`src/rtl/flt_pkg.sv`:
```
package flt_pkg;
   typedef enum logic [1:0] {
      FK_SHORT_SUPPLY = 2'd0,
      FK_SHORT_GROUND = 2'd1,
      FK_OPEN_LOAD    = 2'd2
   } fault_kind_e;

   localparam int FLAG_BITS = 3;
   localparam int LR_POS    = 0;
   localparam int UV_POS    = 1;
   localparam int OT_POS    = 2;
endpackage

```
`src/rtl/flt_latch_cell.sv`:
```
module flt_latch_cell #(
   parameter bit STRICT_ARM = 1'b0
) (
   input  logic clk,
   input  logic rst_n,
   input  logic state,
   input  logic start,
   input  logic done,
   output logic flag
);
   generate
      if (STRICT_ARM) begin : g_strict
         logic quiet;
         always_ff @(posedge clk) begin
            if (!rst_n) begin
               quiet <= 1'b0;
               flag  <= 1'b0;
            end else begin
               quiet <= start ? ~state : (quiet & ~state);
               if (done)
                  flag <= state | (flag & ~(quiet & ~state));
               else
                  flag <= flag | state;
            end
         end
      end else begin : g_loose
         always_ff @(posedge clk) begin
            if (!rst_n)
               flag <= 1'b0;
            else if (done)
               flag <= state;
            else
               flag <= flag | state;
         end
      end
   endgenerate
endmodule

```
`src/rtl/flt_flag_ctrl.sv`:
```
module flt_flag_ctrl (
   input  logic clk,
   input  logic rst_n,
   input  logic start,
   input  logic done,
   output logic lr_q,
   output logic busy_q
);
   always_ff @(posedge clk) begin
      if (!rst_n) begin
         lr_q   <= 1'b1;
         busy_q <= 1'b0;
      end else begin
         if (done)
            lr_q <= 1'b0;
         if (start)
            busy_q <= 1'b1;
         else if (done)
            busy_q <= 1'b0;
      end
   end
endmodule

```
`src/rtl/flt_snapshot.sv`:
```
module flt_snapshot #(
   parameter int W = 12
) (
   input  logic         clk,
   input  logic         rst_n,
   input  logic         busy,
   input  logic [W-1:0] image,
   input  logic [W-1:0] rst_image,
   output logic [W-1:0] q
);
   always_ff @(posedge clk) begin
      if (!rst_n)
         q <= rst_image;
      else if (!busy)
         q <= image;
   end
endmodule

```
`src/rtl/fault_status_bank.sv`:
```
module fault_status_bank #(
   parameter int NUM_CH     = 6,
   parameter int KINDS      = 3,
   parameter int REG_W      = 12,
   parameter bit STRICT_ARM = 1'b0
) (
   input  logic                      clk,
   input  logic                      rst_n,
   input  logic [NUM_CH*KINDS-1:0]   fault_state,
   input  logic                      uv_level,
   input  logic                      ot_level,
   input  logic                      xfer_start,
   input  logic                      xfer_done,
   output logic [REG_W-1:0]          reg_a_q,
   output logic [REG_W-1:0]          reg_b_q
);
   import flt_pkg::*;

   localparam int TOTAL  = NUM_CH * KINDS;
   localparam int CH_LO  = NUM_CH / 2;
   localparam int BITS_A = FLAG_BITS + CH_LO * KINDS;
   localparam int BITS_B = (NUM_CH - CH_LO) * KINDS;
   localparam int B_BASE = CH_LO * KINDS;

   generate
      if (NUM_CH < 2) begin : g_bad_ch
         $error("fault_status_bank: NUM_CH must be at least 2");
      end
      if (KINDS < 1) begin : g_bad_kinds
         $error("fault_status_bank: KINDS must be at least 1");
      end
      if (REG_W < BITS_A) begin : g_bad_wa
         $error("fault_status_bank: REG_W too small for word A");
      end
      if (REG_W < BITS_B) begin : g_bad_wb
         $error("fault_status_bank: REG_W too small for word B");
      end
   endgenerate

   logic [TOTAL-1:0] flags;
   logic             lr_q;
   logic             busy_q;

   genvar gi;
   generate
      for (gi = 0; gi < TOTAL; gi++) begin : g_cell
         flt_latch_cell #(.STRICT_ARM(STRICT_ARM)) u_cell (
            .clk   (clk),
            .rst_n (rst_n),
            .state (fault_state[gi]),
            .start (xfer_start),
            .done  (xfer_done),
            .flag  (flags[gi])
         );
      end
   endgenerate

   flt_flag_ctrl u_ctrl (
      .clk    (clk),
      .rst_n  (rst_n),
      .start  (xfer_start),
      .done   (xfer_done),
      .lr_q   (lr_q),
      .busy_q (busy_q)
   );

   logic [REG_W-1:0] img_a, img_b, rst_a, rst_b;

   always_comb begin
      img_a = '0;
      img_b = '0;
      img_a[LR_POS] = lr_q;
      img_a[UV_POS] = uv_level;
      img_a[OT_POS] = ot_level;
      for (int i = 0; i < B_BASE; i++)
         img_a[FLAG_BITS + i] = flags[i];
      for (int i = 0; i < BITS_B; i++)
         img_b[i] = flags[B_BASE + i];
      rst_a = '0;
      rst_b = '0;
      rst_a[LR_POS] = 1'b1;
      rst_a[UV_POS] = uv_level;
      rst_a[OT_POS] = ot_level;
   end

   flt_snapshot #(.W(REG_W)) u_snap_a (
      .clk       (clk),
      .rst_n     (rst_n),
      .busy      (busy_q),
      .image     (img_a),
      .rst_image (rst_a),
      .q         (reg_a_q)
   );

   flt_snapshot #(.W(REG_W)) u_snap_b (
      .clk       (clk),
      .rst_n     (rst_n),
      .busy      (busy_q),
      .image     (img_b),
      .rst_image (rst_b),
      .q         (reg_b_q)
   );
endmodule

```
`config.mk`:
```
export PLATFORM = sky130hd
export DESIGN_NAME = fault_status_bank
export DESIGN_NICKNAME = d
export VERILOG_FILES = /design/src/rtl/flt_pkg.sv /design/src/rtl/flt_latch_cell.sv /design/src/rtl/flt_flag_ctrl.sv /design/src/rtl/flt_snapshot.sv /design/src/rtl/fault_status_bank.sv
export SDC_FILE = /design/constraint.sdc
export NUM_CORES = 1
export LEC_CHECK = 0
export BUFFER_PORTS_ARGS = -buffer_cell sky130_fd_sc_hd__buf_2
export CORE_UTILIZATION = 40
export CTS_CLUSTER_SIZE = 25
export DETAILED_ROUTE_END_ITERATION = 16
export SETUP_SLACK_MARGIN = 0.02
export SYNTH_ARGS = -nofsm -noshare
export SYNTH_HDL_FRONTEND = slang
export SYNTH_SLANG_ARGS = --single-unit
```
`constraint.sdc`:
```
create_clock -name clk -period 1.2 [get_ports clk]
set_input_delay 0 -clock clk [delete_from_list [all_inputs] [get_ports clk]]
set_output_delay 0 -clock clk [all_outputs]
set_load 0.05 [all_outputs]
```
---- After elaboration in Yosys (flattened, before gate mapping) ----
Cells that the tools add are included.
operators by class
  reductions and logical operators ........ 1
  eq/ne operators ......................... 1
  bitwise logic cells ..................... 18
  multiplexer cells ....................... 22
operators by type and width
  kind                  count
  $mux W1               20
  $or A1 B1 Y1          18
  $mux W3               2
  $ne A2 B2 Y1 const B  1
  $reduce_bool A2 Y1    1
word-level totals
  output and inout port bits .............. 24
  word-level logic and storage cells ...... 65
  bits in registers ....................... 41

---- Depth between registers and ports, before layout ----
  depth after elaboration ................. 2
  mapped depth ............................ 4
  gate-level depth less buffers ........... 2

---- Cells and area by module ----
A second synthesis with hierarchy kept.
second synthesis, totals
  cells, all modules ...................... 114
  area, all modules ....................... 1901.8 um^2
modules (own cells, without submodules)
  module             area an instance (um^2)  instances  sequential area each (um^2)  cells each
  flt_snapshot       544.3                    2          360.3                        26
  flt_latch_cell     41.3                     18         20.0                         3
  flt_flag_ctrl      62.6                     1          40.0                         6
  fault_status_bank  7.5                      1          0.0                          2

---- Least setup slack after synthesis ----
Ideal clock, no wire load.
  path kind ............................... register -> register
  from .................................... register u_ctrl.busy_q (netlist name)
  to ...................................... register u_snap_a.q[1], data pin
  period minus slack after synthesis ...... 1.010 ns
  slack ................................... 0.190 ns
  required time ........................... 0.945 ns
  data arrival time ....................... 0.755 ns
  setup time .............................. 0.255 ns
  cell stages (with the launch flop) ...... 5
  path through ............................ dfxtp_1 -> buf_6 -> buf_8 -> nand2_2 -> and2_1
RTL lines
  item                    line                text
  end signal: assignment  flt_snapshot.sv:13  q <= rst_image;
  end signal: assignment  flt_snapshot.sv:15  q <= image;
  end: declaration        flt_snapshot.sv:9   output logic [W-1:0] q

==> out/metrics.cfg <==
[status]
outcome = complete, no violations

[flow_run]
max_cap_viol_count = 0

[final_layout]
n_fill_cell = 322
diodes = 0
seq_area_um2 = 841
nets = 227
multi_input_area_um2 = 608
area_growth_pct = 34.7
drive_above_1_share_pct = 29.4

[worst_setup_path]
start_kind = flop
required_ns = 1.39
r2r_start = u_ctrl.busy_q$_SDFFE_PN0P_
worst-r2r-cell-count = 3
crit_fanout = 8
worst-r2r-setup-slack_ns = 0.12
cp-end-kind = flop
timing.critical_path.from = u_ctrl.busy_q$_SDFFE_PN0P_
crit_arrival_ns = 1.26
path_class = reg -> reg

[sta]
setup_violations = 0
min_period_ns = 1.08
finalSetupTns_ns = 0
rsz0062_at_grt = false
post-route-period-util_pct = 89.7
timing.final.max_slew_violations = 0
max_freq_ghz = 0.930
fin_skew_ns = 0.00409
hold_viol_final = 0

[power]
switching_share_pct = 27.8
leakage_uw = 0.000917
clockPowerShare_pct = 30.3
power_frac_comb_pct = 17.3
finalPower_uw = 2860
powerDensity_nw_per_um2 = 1380
p_seq_share_pct = 52.4
vdd_drop_max_mv = 0.935
p_switching_uw = 794
intPower_uw = 2060

[drt]
wire_per_inst_um = 11.4
vias_per_cell = 4.39
antenna_left = 0
drtPass1Iterations = 4
num_vias = 1107
drt_iter0_markers = 22
routed_wl_um = 2870
post-route-drc-count = 0

[floorplanning]
die_w_um = 64.1
initial_core_util_pct = 41.8
rows = 22
die_h_um = 64.1
core-area_um2 = 3690
pin_count = 48
die-area_um2 = 4100

[yosys]
synth.cell_area_um2 = 1540
synth-seq-cells = 41
yosys_warnings = 0
synth_cell_type_count = 19
ys_seq_area_share_pct = 54.6
syn_area_per_cell_um2 = 11.4
synth_cells = 135

[placement]
hpwl_um = 1890
portBuffers = 44
place_congestion = 0.631

[clocking]
clockBufferDepth = 2
cts_resized = 0
cts_tree = built
cts_buffers = 5
path_clk_slew_ns = 0.08
cts.htree.levels = 2
clk_latency_ns = 0.29
cts_setup_buffers = 0
root_buffer = clkbuf_8
cts.sinks = 41
ctsHoldBuffers = 21

[global_route]
grt_use_total_pct = 16.1
grt_pass1_vias = 1126
overflow = 0
grt_pass1_wl_um = 4890
antenna_found_initial = 0
grt_max_degree = 21

[min_path]
hp-start = rst_n
hold_depth = 2
hp-class = in -> reg

registers in the layout, summed over array words and instances (netlist names):
| register | flops |
|---|---|
| g_cell.u_cell.flag | 18 |
| u_ctrl.busy_q | 1 |
| u_ctrl.lr_q | 1 |
| u_snap_a.q | 12 |
| u_snap_b.q | 9 |
critical path, cell delays in order, from the launching register on:
cell and delay [ns]:
dfxtp_1 0.46, buf_4 0.25, mux2i_1 0.20, nor2b_1 0.06
worst paths after layout:
kind                                     end
hold reg to reg   u_snap_a.q[0]$_SDFFE_PN1N_
setup / recovery  u_snap_b.q[4]$_SDFFE_PN0N_
hold / removal       u_snap_a.q[1]$_DFFE_PP_
setup reg to reg  u_snap_b.q[4]$_SDFFE_PN0N_
area by class of cell:
class	instances	area share, %
multi-input combinational	83	29.3
clock inverter	3	0.844
tap	48	2.90
timing repair buffer	71	22.9
sequential	41	40.5
clock buffer	5	3.32
inverter	1	0.181
layer usage:
| metal | wire length, um | vias to the layer above | GRT usage [%] |
|---|---|---|---|
| met5 | 0 | - | 0 |
| met4 | 61 | 0 | 8.52 |
| met3 | 161 | 4 | 5.89 |
| met2 | 1340 | 36 | 27.3 |
| met1 | 1310 | 499 | 17.4 |
| li1 | - | 568 | - |
power by group through the flow:
stage	Sequential [uW]	Combinational, uW	Clock [uW]
after floorplan	1670	210	0
after global placement	1530	435	0
after detailed placement	1530	445	0
after CTS	1500	498	901
after global routing	1510	529	970
final	1500	493	867
cells by family (layout without fill, tap and decap cells):
| logic type | Yosys count | after routing | share of synthesized area [%] |
|---|---|---|---|
| compound gates | 21 | 21 | 10.1 |
| buf+inv | 13 | 80 | 6.42 |
| flops | 41 | 41 | 54.6 |
| mux | 18 | 18 | 11.7 |
| other cells | 1 | 3 | 0.243 |
| simple gates | 41 | 41 | 17.0 |
through the flow:
stage	worst slack (ns)	instance area [um2]	utilization, %	instances	hold slack [ns]
after global routing	0.0499	2070	56.2	252	0.0705
final	0.124	2070	56.2	252	0.0636
after CTS	0.127	2070	56.2	252	0.0568
after detailed placement	0.153	1780	48.2	223	0.212
after global placement	0.191	1780	48.2	223	0.209
after floorplan	0.190	1550	-	137	0.124
synth_stat cells:
cell type  instances  area (um2)
clkbuf_4           1        7.51
nor2b_4            1        13.8
buf_4              3        22.5
and2_1             2        12.5
edfxtp_1           2        60.1
dfxtp_1           39         781
buf_2              4        20.0
o21a_1            19         143
o21ai_0            1        5.00
clkbuf_1           1        3.75
o211ai_1           1        7.51
conb_1             1        3.75
buf_8              2        30.0
mux2i_1           18         180
nand2_1            1        3.75
nor2b_1           36         225
inv_1              1        3.75
buf_6              1        11.3
nand2_2            1        6.26
placed cells by master, fill, tap and decap left out:
cell and n:
nand2_1 1, edfxtp_1 2, buf_4 6, and2_1 2
nand2_2 1, o211ai_1 1, dlygate4sd3_1 21, clkinv_2 2
o21ai_0 1, buf_2 44, dfxtp_1 39, inv_1 1
clkbuf_8 5, nor2b_1 36, o21a_1 19, nor2b_4 1
conb_1 3, clkinvlp_4 1, mux2i_1 18
No activity file was read; power rests on OpenSTA's default activity.
